--- config.mk ---
export PLATFORM = sky130hd
export DESIGN_NAME = dring_top
export DESIGN_NICKNAME = d
export VERILOG_FILES = /design/src/rtl/dring_pkg.sv /design/src/rtl/dring_ctrl.sv /design/src/rtl/dring_ring.sv /design/src/rtl/dring_top.sv
export SDC_FILE = /design/constraint.sdc
export NUM_CORES = 1
export LEC_CHECK = 0
export ABC_AREA = 1
export BUFFER_PORTS_ARGS = -buffer_cell sky130_fd_sc_hd__buf_2
export CORE_UTILIZATION = 40
export CTS_CLUSTER_DIAMETER = 30
export CTS_CLUSTER_SIZE = 28
export DETAILED_ROUTE_END_ITERATION = 10
export GPL_TIMING_DRIVEN = 0
export PLACE_DENSITY = 0.59
export SYNTH_ARGS = -nofsm -noshare
export SYNTH_HDL_FRONTEND = slang
export SYNTH_HIERARCHICAL = 1
export SYNTH_SLANG_ARGS = --single-unit
--- constraint.sdc ---
create_clock -name clk -period 2.69 [get_ports clk]
set_input_delay 0.1345 -clock clk [delete_from_list [all_inputs] [get_ports clk]]
set_output_delay 0.1345 -clock clk [all_outputs]
set_load 0.005 [all_outputs]
--- src/rtl/dring_pkg.sv ---
package dring_pkg;
  localparam int unsigned NUM_ENT    = 4;
  localparam int unsigned PTR_W      = $clog2(NUM_ENT);
  localparam int unsigned ALIGN_BITS = 5;
  localparam int unsigned DW         = 32;
  localparam int unsigned NUM_DIR    = 2;

  localparam int unsigned BIT_EN   = 0;
  localparam int unsigned BIT_DONE = 1;
  localparam int unsigned BIT_PTR  = 2;

  typedef enum logic {
    DIR_RX = 1'b0,
    DIR_TX = 1'b1
  } dring_dir_e;

  typedef struct packed {
    logic             ctrl;
    dring_dir_e       dir;
    logic [PTR_W-1:0] idx;
    logic             len_word;
  } dring_sel_t;
endpackage

--- src/rtl/dring_ctrl.sv ---
module dring_ctrl
  import dring_pkg::*;
(
  input  logic                 clk,
  input  logic                 rst_n,
  input  logic                 reg_wr,
  input  logic [4:0]           reg_addr,
  input  logic [DW-1:0]        reg_wdata,
  output dring_sel_t           sel,
  output logic [NUM_DIR-1:0]   ring_wr,
  output logic [NUM_DIR-1:0]   ring_run,
  output logic [DW-1:0]        ctrl_rdata
);
  logic tx_run_q, rx_run_q;

  assign sel = dring_sel_t'(reg_addr);

  always_comb begin
    ring_wr = '0;
    if (reg_wr && !sel.ctrl) ring_wr[sel.dir] = 1'b1;
  end

  always_ff @(posedge clk) begin
    if (!rst_n) begin
      tx_run_q <= 1'b0;
      rx_run_q <= 1'b0;
    end else if (reg_wr && sel.ctrl) begin
      tx_run_q <= reg_wdata[0];
      rx_run_q <= reg_wdata[1];
    end
  end

  assign ring_run[DIR_TX] = tx_run_q;
  assign ring_run[DIR_RX] = rx_run_q;
  assign ctrl_rdata = {{(DW-2){1'b0}}, rx_run_q, tx_run_q};

  // run bits change only through a control write
  p_run_write_r10: assert property (@(posedge clk) disable iff (!rst_n)
    !(reg_wr && sel.ctrl) |=> $stable(ring_run));
endmodule

--- src/rtl/dring_ring.sv ---
module dring_ring
  import dring_pkg::*;
#(
  parameter int unsigned    LEN_W   = 16,
  parameter bit             HAS_LEN = 1'b1,
  parameter logic [PTR_W-1:0] PTR_RST = '0
) (
  input  logic             clk,
  input  logic             rst_n,
  input  logic             run,
  input  logic             wr_en,
  input  logic [PTR_W-1:0] wr_idx,
  input  logic             wr_len,
  input  logic [DW-1:0]    wr_data,
  input  logic [PTR_W-1:0] rd_idx,
  input  logic             rd_len,
  output logic [DW-1:0]    rd_data,
  output logic             desc_valid,
  input  logic             desc_ready,
  output logic [DW-1:0]    desc_addr,
  output logic [LEN_W-1:0] desc_len,
  output logic [PTR_W-1:0] desc_idx,
  output logic             done_any
);
  localparam int unsigned AHI = DW - ALIGN_BITS;

  logic [AHI-1:0]     addr_q [NUM_ENT];
  logic [NUM_ENT-1:0] en_q, done_q;
  logic [PTR_W-1:0]   ptr_q;
  logic [LEN_W-1:0]   len_rd, len_cur;
  logic               hs;

  assign desc_valid = run && en_q[ptr_q] && !done_q[ptr_q];
  assign hs         = desc_valid && desc_ready;

  always_ff @(posedge clk) begin
    if (!rst_n) begin
      for (int i = 0; i < NUM_ENT; i++) addr_q[i] <= '0;
      en_q   <= '0;
      done_q <= '0;
      ptr_q  <= PTR_RST;
    end else begin
      if (wr_en && !wr_len) begin
        addr_q[wr_idx] <= wr_data[DW-1:ALIGN_BITS];
        en_q[wr_idx]   <= wr_data[BIT_EN];
        if (!wr_data[BIT_DONE]) done_q[wr_idx] <= 1'b0;
      end
      if (hs) begin
        done_q[ptr_q] <= 1'b1;
        en_q[ptr_q]   <= 1'b0;
        ptr_q         <= ptr_q + 1'b1;
      end
    end
  end

  generate
    if (HAS_LEN) begin : g_len
      logic [LEN_W-1:0] len_q [NUM_ENT];
      always_ff @(posedge clk) begin
        if (!rst_n) begin
          for (int i = 0; i < NUM_ENT; i++) len_q[i] <= '0;
        end else if (wr_en && wr_len) begin
          len_q[wr_idx] <= wr_data[LEN_W-1:0];
        end
      end
      assign len_rd  = len_q[rd_idx];
      assign len_cur = len_q[ptr_q];
    end else begin : g_nolen
      assign len_rd  = '0;
      assign len_cur = '0;
    end
  endgenerate

  always_comb begin
    if (rd_len) begin
      rd_data = '0;
      rd_data[LEN_W-1:0] = len_rd;
    end else begin
      rd_data = {addr_q[rd_idx], ALIGN_BITS'(0)};
      rd_data[BIT_PTR +: PTR_W] = ptr_q;
      rd_data[BIT_DONE]         = done_q[rd_idx];
      rd_data[BIT_EN]           = en_q[rd_idx];
    end
  end

  assign desc_addr = {addr_q[ptr_q], ALIGN_BITS'(0)};
  assign desc_len  = len_cur;
  assign desc_idx  = ptr_q;
  assign done_any  = |done_q;

  // pointer advances by one after a handshake
  p_ptr_adv_r6: assert property (@(posedge clk) disable iff (!rst_n)
    hs |=> ptr_q == PTR_W'($past(ptr_q) + 1'b1));
  // consumed entry ends done and disabled
  p_consumed_r6: assert property (@(posedge clk) disable iff (!rst_n)
    hs |=> done_q[$past(ptr_q)] && !en_q[$past(ptr_q)]);
  // no handshake, no pointer movement
  p_ptr_hold_r8: assert property (@(posedge clk) disable iff (!rst_n)
    !hs |=> $stable(ptr_q));

  generate
    for (genvar e = 0; e < NUM_ENT; e++) begin : g_chk
      // a done flag rises only when its entry is consumed
      p_done_rise_r6: assert property (@(posedge clk) disable iff (!rst_n)
        $rose(done_q[e]) |-> $past(hs && ptr_q == PTR_W'(e)));
    end
  endgenerate
endmodule

--- src/rtl/dring_top.sv ---
module dring_top
  import dring_pkg::*;
#(
  parameter int unsigned LEN_W      = 16,
  parameter logic [1:0]  RX_PTR_RST = 2'd2,
  parameter logic [1:0]  TX_PTR_RST = 2'd1
) (
  input  logic             clk,
  input  logic             rst_n,
  input  logic             reg_wr,
  input  logic [4:0]       reg_addr,
  input  logic [31:0]      reg_wdata,
  output logic [31:0]      reg_rdata,
  output logic             rx_desc_valid,
  input  logic             rx_desc_ready,
  output logic [31:0]      rx_desc_addr,
  output logic [1:0]       rx_desc_idx,
  output logic             tx_desc_valid,
  input  logic             tx_desc_ready,
  output logic [31:0]      tx_desc_addr,
  output logic [LEN_W-1:0] tx_desc_len,
  output logic [1:0]       tx_desc_idx,
  output logic             irq
);
  dring_sel_t         sel;
  logic [NUM_DIR-1:0] ring_wr, ring_run, d_valid, d_ready, d_done;
  logic [DW-1:0]      ctrl_rdata;
  logic [DW-1:0]      d_rdata [NUM_DIR];
  logic [DW-1:0]      d_addr  [NUM_DIR];
  logic [LEN_W-1:0]   d_len   [NUM_DIR];
  logic [PTR_W-1:0]   d_idx   [NUM_DIR];

  dring_ctrl u_ctrl (
    .clk        (clk),
    .rst_n      (rst_n),
    .reg_wr     (reg_wr),
    .reg_addr   (reg_addr),
    .reg_wdata  (reg_wdata),
    .sel        (sel),
    .ring_wr    (ring_wr),
    .ring_run   (ring_run),
    .ctrl_rdata (ctrl_rdata)
  );

  assign d_ready[DIR_RX] = rx_desc_ready;
  assign d_ready[DIR_TX] = tx_desc_ready;

  generate
    for (genvar d = 0; d < NUM_DIR; d++) begin : g_ring
      dring_ring #(
        .LEN_W   (LEN_W),
        .HAS_LEN (d == int'(DIR_TX)),
        .PTR_RST ((d == int'(DIR_TX)) ? TX_PTR_RST : RX_PTR_RST)
      ) u_ring (
        .clk        (clk),
        .rst_n      (rst_n),
        .run        (ring_run[d]),
        .wr_en      (ring_wr[d]),
        .wr_idx     (sel.idx),
        .wr_len     (sel.len_word),
        .wr_data    (reg_wdata),
        .rd_idx     (sel.idx),
        .rd_len     (sel.len_word),
        .rd_data    (d_rdata[d]),
        .desc_valid (d_valid[d]),
        .desc_ready (d_ready[d]),
        .desc_addr  (d_addr[d]),
        .desc_len   (d_len[d]),
        .desc_idx   (d_idx[d]),
        .done_any   (d_done[d])
      );
    end
  endgenerate

  assign reg_rdata     = sel.ctrl ? ctrl_rdata : d_rdata[sel.dir];
  assign rx_desc_valid = d_valid[DIR_RX];
  assign rx_desc_addr  = d_addr[DIR_RX];
  assign rx_desc_idx   = d_idx[DIR_RX];
  assign tx_desc_valid = d_valid[DIR_TX];
  assign tx_desc_addr  = d_addr[DIR_TX];
  assign tx_desc_len   = d_len[DIR_TX];
  assign tx_desc_idx   = d_idx[DIR_TX];
  assign irq           = |d_done;

  // interrupt rises only after some engine consumed an entry
  p_irq_rise_r9: assert property (@(posedge clk) disable iff (!rst_n)
    $rose(irq) |-> $past((rx_desc_valid && rx_desc_ready) ||
                         (tx_desc_valid && tx_desc_ready)));
  // interrupt falls only through a software write
  p_irq_fall_r4: assert property (@(posedge clk) disable iff (!rst_n)
    $fell(irq) |-> $past(reg_wr));
  // a ring with its run bit clear never offers a descriptor
  p_tx_gate_r11: assert property (@(posedge clk) disable iff (!rst_n)
    $past(!(reg_wr && reg_addr[4])) && !$past(tx_desc_valid) &&
    $past(reg_rdata[0] == 1'b0 && reg_addr == 5'h10) |-> !tx_desc_valid);
endmodule

# ---- Word level (Yosys, flattened, before mapping)
# Memory sizes are Yosys's and may differ from the RTL's. A register that Yosys moved wholly into a read port is not among the register bits.
# Cells that the tools add are included.
dict set report totals {
  reg_bits 22
  ramBits 280
  in_bits 42
  out_inout_bits 119
  word_cells 127
  memories 3
}
dict set report op_classes {
  add_sub_neg 2
  n_lt_le_gt_ge 9
  n_mux 72
  n_bitwise 10
  reduce_logical 23
}
# name depth width rd rd_ports_with_merged_regs write_ports line_no
set mem_list {}
lappend mem_list {{g_ring[0].u_ring.addr_q} 4 27 2 1 4 dring_ring.sv:27} ;# logic [AHI-1:0] addr_q [NUM_ENT];
lappend mem_list {{g_ring[1].u_ring.addr_q} 4 27 2 1 4 dring_ring.sv:27}
lappend mem_list {{g_ring[1].u_ring.g_len.len_q} 4 16 2 1 4 dring_ring.sv:58} ;# logic [LEN_W-1:0] len_q [NUM_ENT];
# op count
set ops {}
lappend ops {{$mux W32} 6}
lappend ops {{$mux W4} 14}
lappend ops {{$mux W27} 2}
lappend ops {{$reduce_or A27 Y1} 2}
lappend ops {{$mux W1} 25}
lappend ops {{$mux W2} 10}
lappend ops {{$and A4 B4 Y4} 4}
lappend ops {{$bmux W1 S2} 8}
lappend ops {{$mux W16} 1}
lappend ops {{$reduce_or A16 Y1} 1}
lappend ops {{$logic_and A1 B1 Y1} 15}
lappend ops {{$not A4 Y4} 3}
lappend ops {{$lt A2 B3 Y1 const B} 3}
lappend ops {{$bwmux W4} 2}
lappend ops {{$or A4 B4 Y4} 2}
lappend ops {{$reduce_or A8 Y1} 1}
lappend ops {{$demux W1 S2} 3}
lappend ops {{$ge A2 B1 Y1 const B} 3}
lappend ops {{$add A2 B1 Y2 const B} 2}
lappend ops {{$logic_not A1 Y1} 4}
lappend ops {{$ge A2 B2 Y1 const B} 1}
lappend ops {{$lt A1 B2 Y1 const B} 1}
lappend ops {{$not A1 Y2} 1}
lappend ops {{$demux W1 S1} 1}
lappend ops {{$ge A1 B1 Y1 const B} 1}

# ---- Depth between registers and ports, before layout
dict set report logic_depth {
  word_depth 11
  mapped_depth 12
  mapped_depth_nobuf 9
}

# ---- Cells and area by module
# The synthesis kept the hierarchy.
# module instances cells_each area_per_inst_um2 seq_area_each_um2
set by_module_without_submodules {}
lappend by_module_without_submodules {{dring_ring at g_ring[1].u_ring} 1 1109 9708.1 5405.2}
lappend by_module_without_submodules {{dring_ring at g_ring[0].u_ring} 1 751 6417.4 3483.3}
lappend by_module_without_submodules {dring_top 1 241 1012.2 0.0}
lappend by_module_without_submodules {dring_ctrl 1 56 396.6 40.0}

# ---- Worst setup path after synthesis
# Ideal clock, no wire load.
dict set report synth_timing {
  path_type {input-to-reg}
  from {input reg_wr}
  to {memory g_ring[1].u_ring.g_len.len_q[3][0], enable pin}
  arrival_time_ns 1.956
  required_ns 2.276
  path_slack_ns 0.320
  path_stages 4
  path_cell_list {inv_1 > nor3b_1 > nand2_2 > o31ai_1}
}
# element line_no
set synth_rtl {}
lappend synth_rtl {{start, declared} dring_top.sv:10} ;# input logic reg_wr,
lappend synth_rtl {{end, declared} dring_ring.sv:58}

==> Implementation_results.wiki <==
{| class="wikitable"
! Metric !! Value
|-
| Worst skew pair latency || 0.57 ns
|-
| Reported max-cap violation count || 0
|-
| Worst max-slew margin expressed relative to the limit || 0.363
|-
| Overall Global Routing Usage || 0.289
|-
| Critical Path Slowest Stage Cell || clkbuf_1
|-
| Net Sw Power || 3.93 mW
|-
| Ratio of routed vias to standard cells || 5.49
|-
| Startpoint Class || register
|-
| Starting Density || 0.405
|-
| Peak VDD IR || 0.414 mV
|-
| Final setup violation count || 0
|-
| Layout-stage area growth over the synthesis result || 25.7%
|-
| Clk slew on worst S/H paths || 0.05 ns
|-
| Instance count of the mapped netlist || 2141
|-
| Antenna diode instance count || 0
|-
| Avg Synthesized Cell Area || 8.13 µm²
|-
| Count of endpoints failing hold in the final timing report || 0
|-
| Flop pwr share || 0.340
|-
| Gr busiest metal || met2
|-
| Highest clock frequency the design can meet || 373 MHz
|-
| Final core utilization || 0.509
|-
| Result of the run || complete, no violations
|-
| Number of max-slew violations in the final report || 0
|-
| Level count of the clock H-tree || 3
|-
| Nets || 2467
|-
| Yosys warning total || 6
|-
| Global-route congestion overflow total || 0
|-
| Unrepaired setup endpoints after global routing || false
|-
| Tightest Hold Check Type || input port to register
|-
| Overall die area || 44400 µm²
|-
| Number of CTS-inserted buffers || 70
|-
| Pin slew with the least headroom to its limit || 0.955 ns
|-
| Post-layout min period || 2.68 ns
|-
| Number of buffer cells added on primary ports || 146
|-
| Met3 Track Usage GR || 0.0574
|-
| Die X-Extent || 211 µm
|-
| Largest fanout on the critical path || 10
|-
| Remaining number of nets flagged by the antenna check after routing || 0
|-
| Type of destination of the critical path || output pin
|-
| WL per Instance || 21.2 µm
|-
| TritonCTS clock tree || done
|-
| Met2 GRT Util || 0.440
|-
| Clock network fraction of design power || 0.572
|-
| Worst clock skew on the final layout || 0.0333 ns
|-
| Leading cell type in the layout, fill and taps excluded || nor2_1
|-
| Drt initial violations || 2253
|-
| First-pass detailed-route iteration total || 6
|-
| Standard-cell row count || 76
|-
| Slowest stage delay, CP || 0.52 ns
|-
| Die Ht || 211 µm
|-
| Leakage || 9.02 nW
|-
| Maximum number of buffers from clock root to sink || 3
|-
| Final routed DRC violation total || 0
|-
| Critical Path AT || 2.55 ns
|-
| Total core area || 43000 µm²
|-
| Fin Setup TNS || 0 ns
|-
| Power density over the cells || 749 nW/µm²
|-
| Initial antenna violation count || 0
|-
| Post-synthesis cell area || 17400 µm²
|-
| Worst endpoint required time || 2.56 ns
|-
| Sink count of the clock tree || 306
|-
| Last weighted congestion value of the routability-driven placer || 0.942
|-
| Via total after detailed routing || 16800
|-
| Sum of net half-perimeters after detailed placement || 45.4 mm
|-
| Root Buffer Master || clkbuf_16
|-
| Post-Route WL || 64.8 mm
|-
| Fraction of power spent switching nets || 0.240
|-
| Io pins || 161
|-
| Internal power || 12.5 mW
|-
| Via count of the first global-routing pass || 16000
|-
| Largest net degree at the start of global routing || 28
|-
| Critical Setup Path Class || register to output pin
|-
| List of cells traversed by the critical path || inv_1, clkbuf_1, o21ai_0, o22ai_1, buf_2
|-
| Combinational share of power || 0.087
|-
| Final cycle utilization of the critical path || 0.996
|-
| Met1 track utilization from global routing || 0.399
|-
| Fraction of final layout cells sized beyond drive strength 1 || 0.190
|-
| Most used cells in the layout excluding fill and tap cells || nor2_1, o21ai_0, edfxtp_1
|-
| Global-route wire length before repair || 95.5 mm
|}
==> per-stage QoR <==
step           area, µm²  hold slack [ns]  total power [mW]  worst slack, ns  instances
3_5_place_dp       19100            0.448              7.03           -0.410       2913
2_1_floorplan      17600            0.255              6.43            0.320       2179
4_1_cts            21900          0.00127              16.4           0.0266       3058
5_1_grt            21900          0.00826              16.8          0.00563       3058
6_report           21900           0.0153              16.4           0.0105       3058
3_3_place_gp       19000            0.441              7.00            -1.09       2910
==> registers in the layout, summed over array words and instances (netlist names), named ones only <==
register	flops
u_ctrl/rx_run_q	1
g_ring.u_ring/desc_idx	4
u_ctrl/tx_run_q	1
g_ring.u_ring/addr_q	216
g_ring.u_ring/en_q	8
g_ring.u_ring/done_q	8
g_ring.u_ring/g_len.len_q	64
==> metal layers <==
metal	vias up	wire length (µm)
met5	-	0
met4	0	2690
met3	145	7250
met2	1042	28300
met1	7996	26500
li1	7613	-
==> final cells by class <==
| cell class | count | area [µm²] |
|---|---|---|
| clock inverter | 53 | 754 |
| clock buffer | 75 | 1860 |
| tap | 585 | 732 |
| multi-input combinational | 1491 | 6800 |
| timing repair buffer | 166 | 942 |
| buffer | 190 | 1140 |
| fill | 4093 | 21100 |
| sequential | 306 | 8930 |
| inverter | 192 | 733 |
==> repair_timing <==
item | in CTS | in global routing
resized for setup | 0 | 2
setup endpoints to repair | 0 | 6
hold endpoints to repair | 54 | 0
setup buffers | 0 | 0
hold buffers | 17 | 0
==> path summary, 6_finish.rpt <==
path              slack [ns]                  startpoint  depth (start not counted)                        endpoint
hold / removal          0.02               reg_wdata[30]                          3  g_ring[1].u_ring/addr_q[3][25]
setup / recovery        0.01                    register                          5                tx_desc_addr[25]
setup reg to reg        0.92             u_ctrl/tx_run_q                          6                 u_ctrl/tx_run_q
hold reg to reg         0.47  g_ring[0].u_ring/done_q[1]                          2      g_ring[0].u_ring/done_q[1]
==> worst max-delay path: cells and delay by family, from the launching register on <==
kind / cells / cell delay (ns)
buffers and inverters: 3 / 1.01
flip-flops: 1 / 0.44
AO/OA/AOI/OAI: 2 / 0.50
==> power by group through the flow <==
stage	Combinational (mW)	Clock [mW]	Sequential, mW
after global routing	1.55	9.68	5.61
after global placement	1.35	0	5.66
after detailed placement	1.37	0	5.66
final	1.43	9.38	5.58
after floorplan	0.813	0	5.62
after CTS	1.40	9.46	5.58
Note: power is estimated with default switching activity, not from simulation.
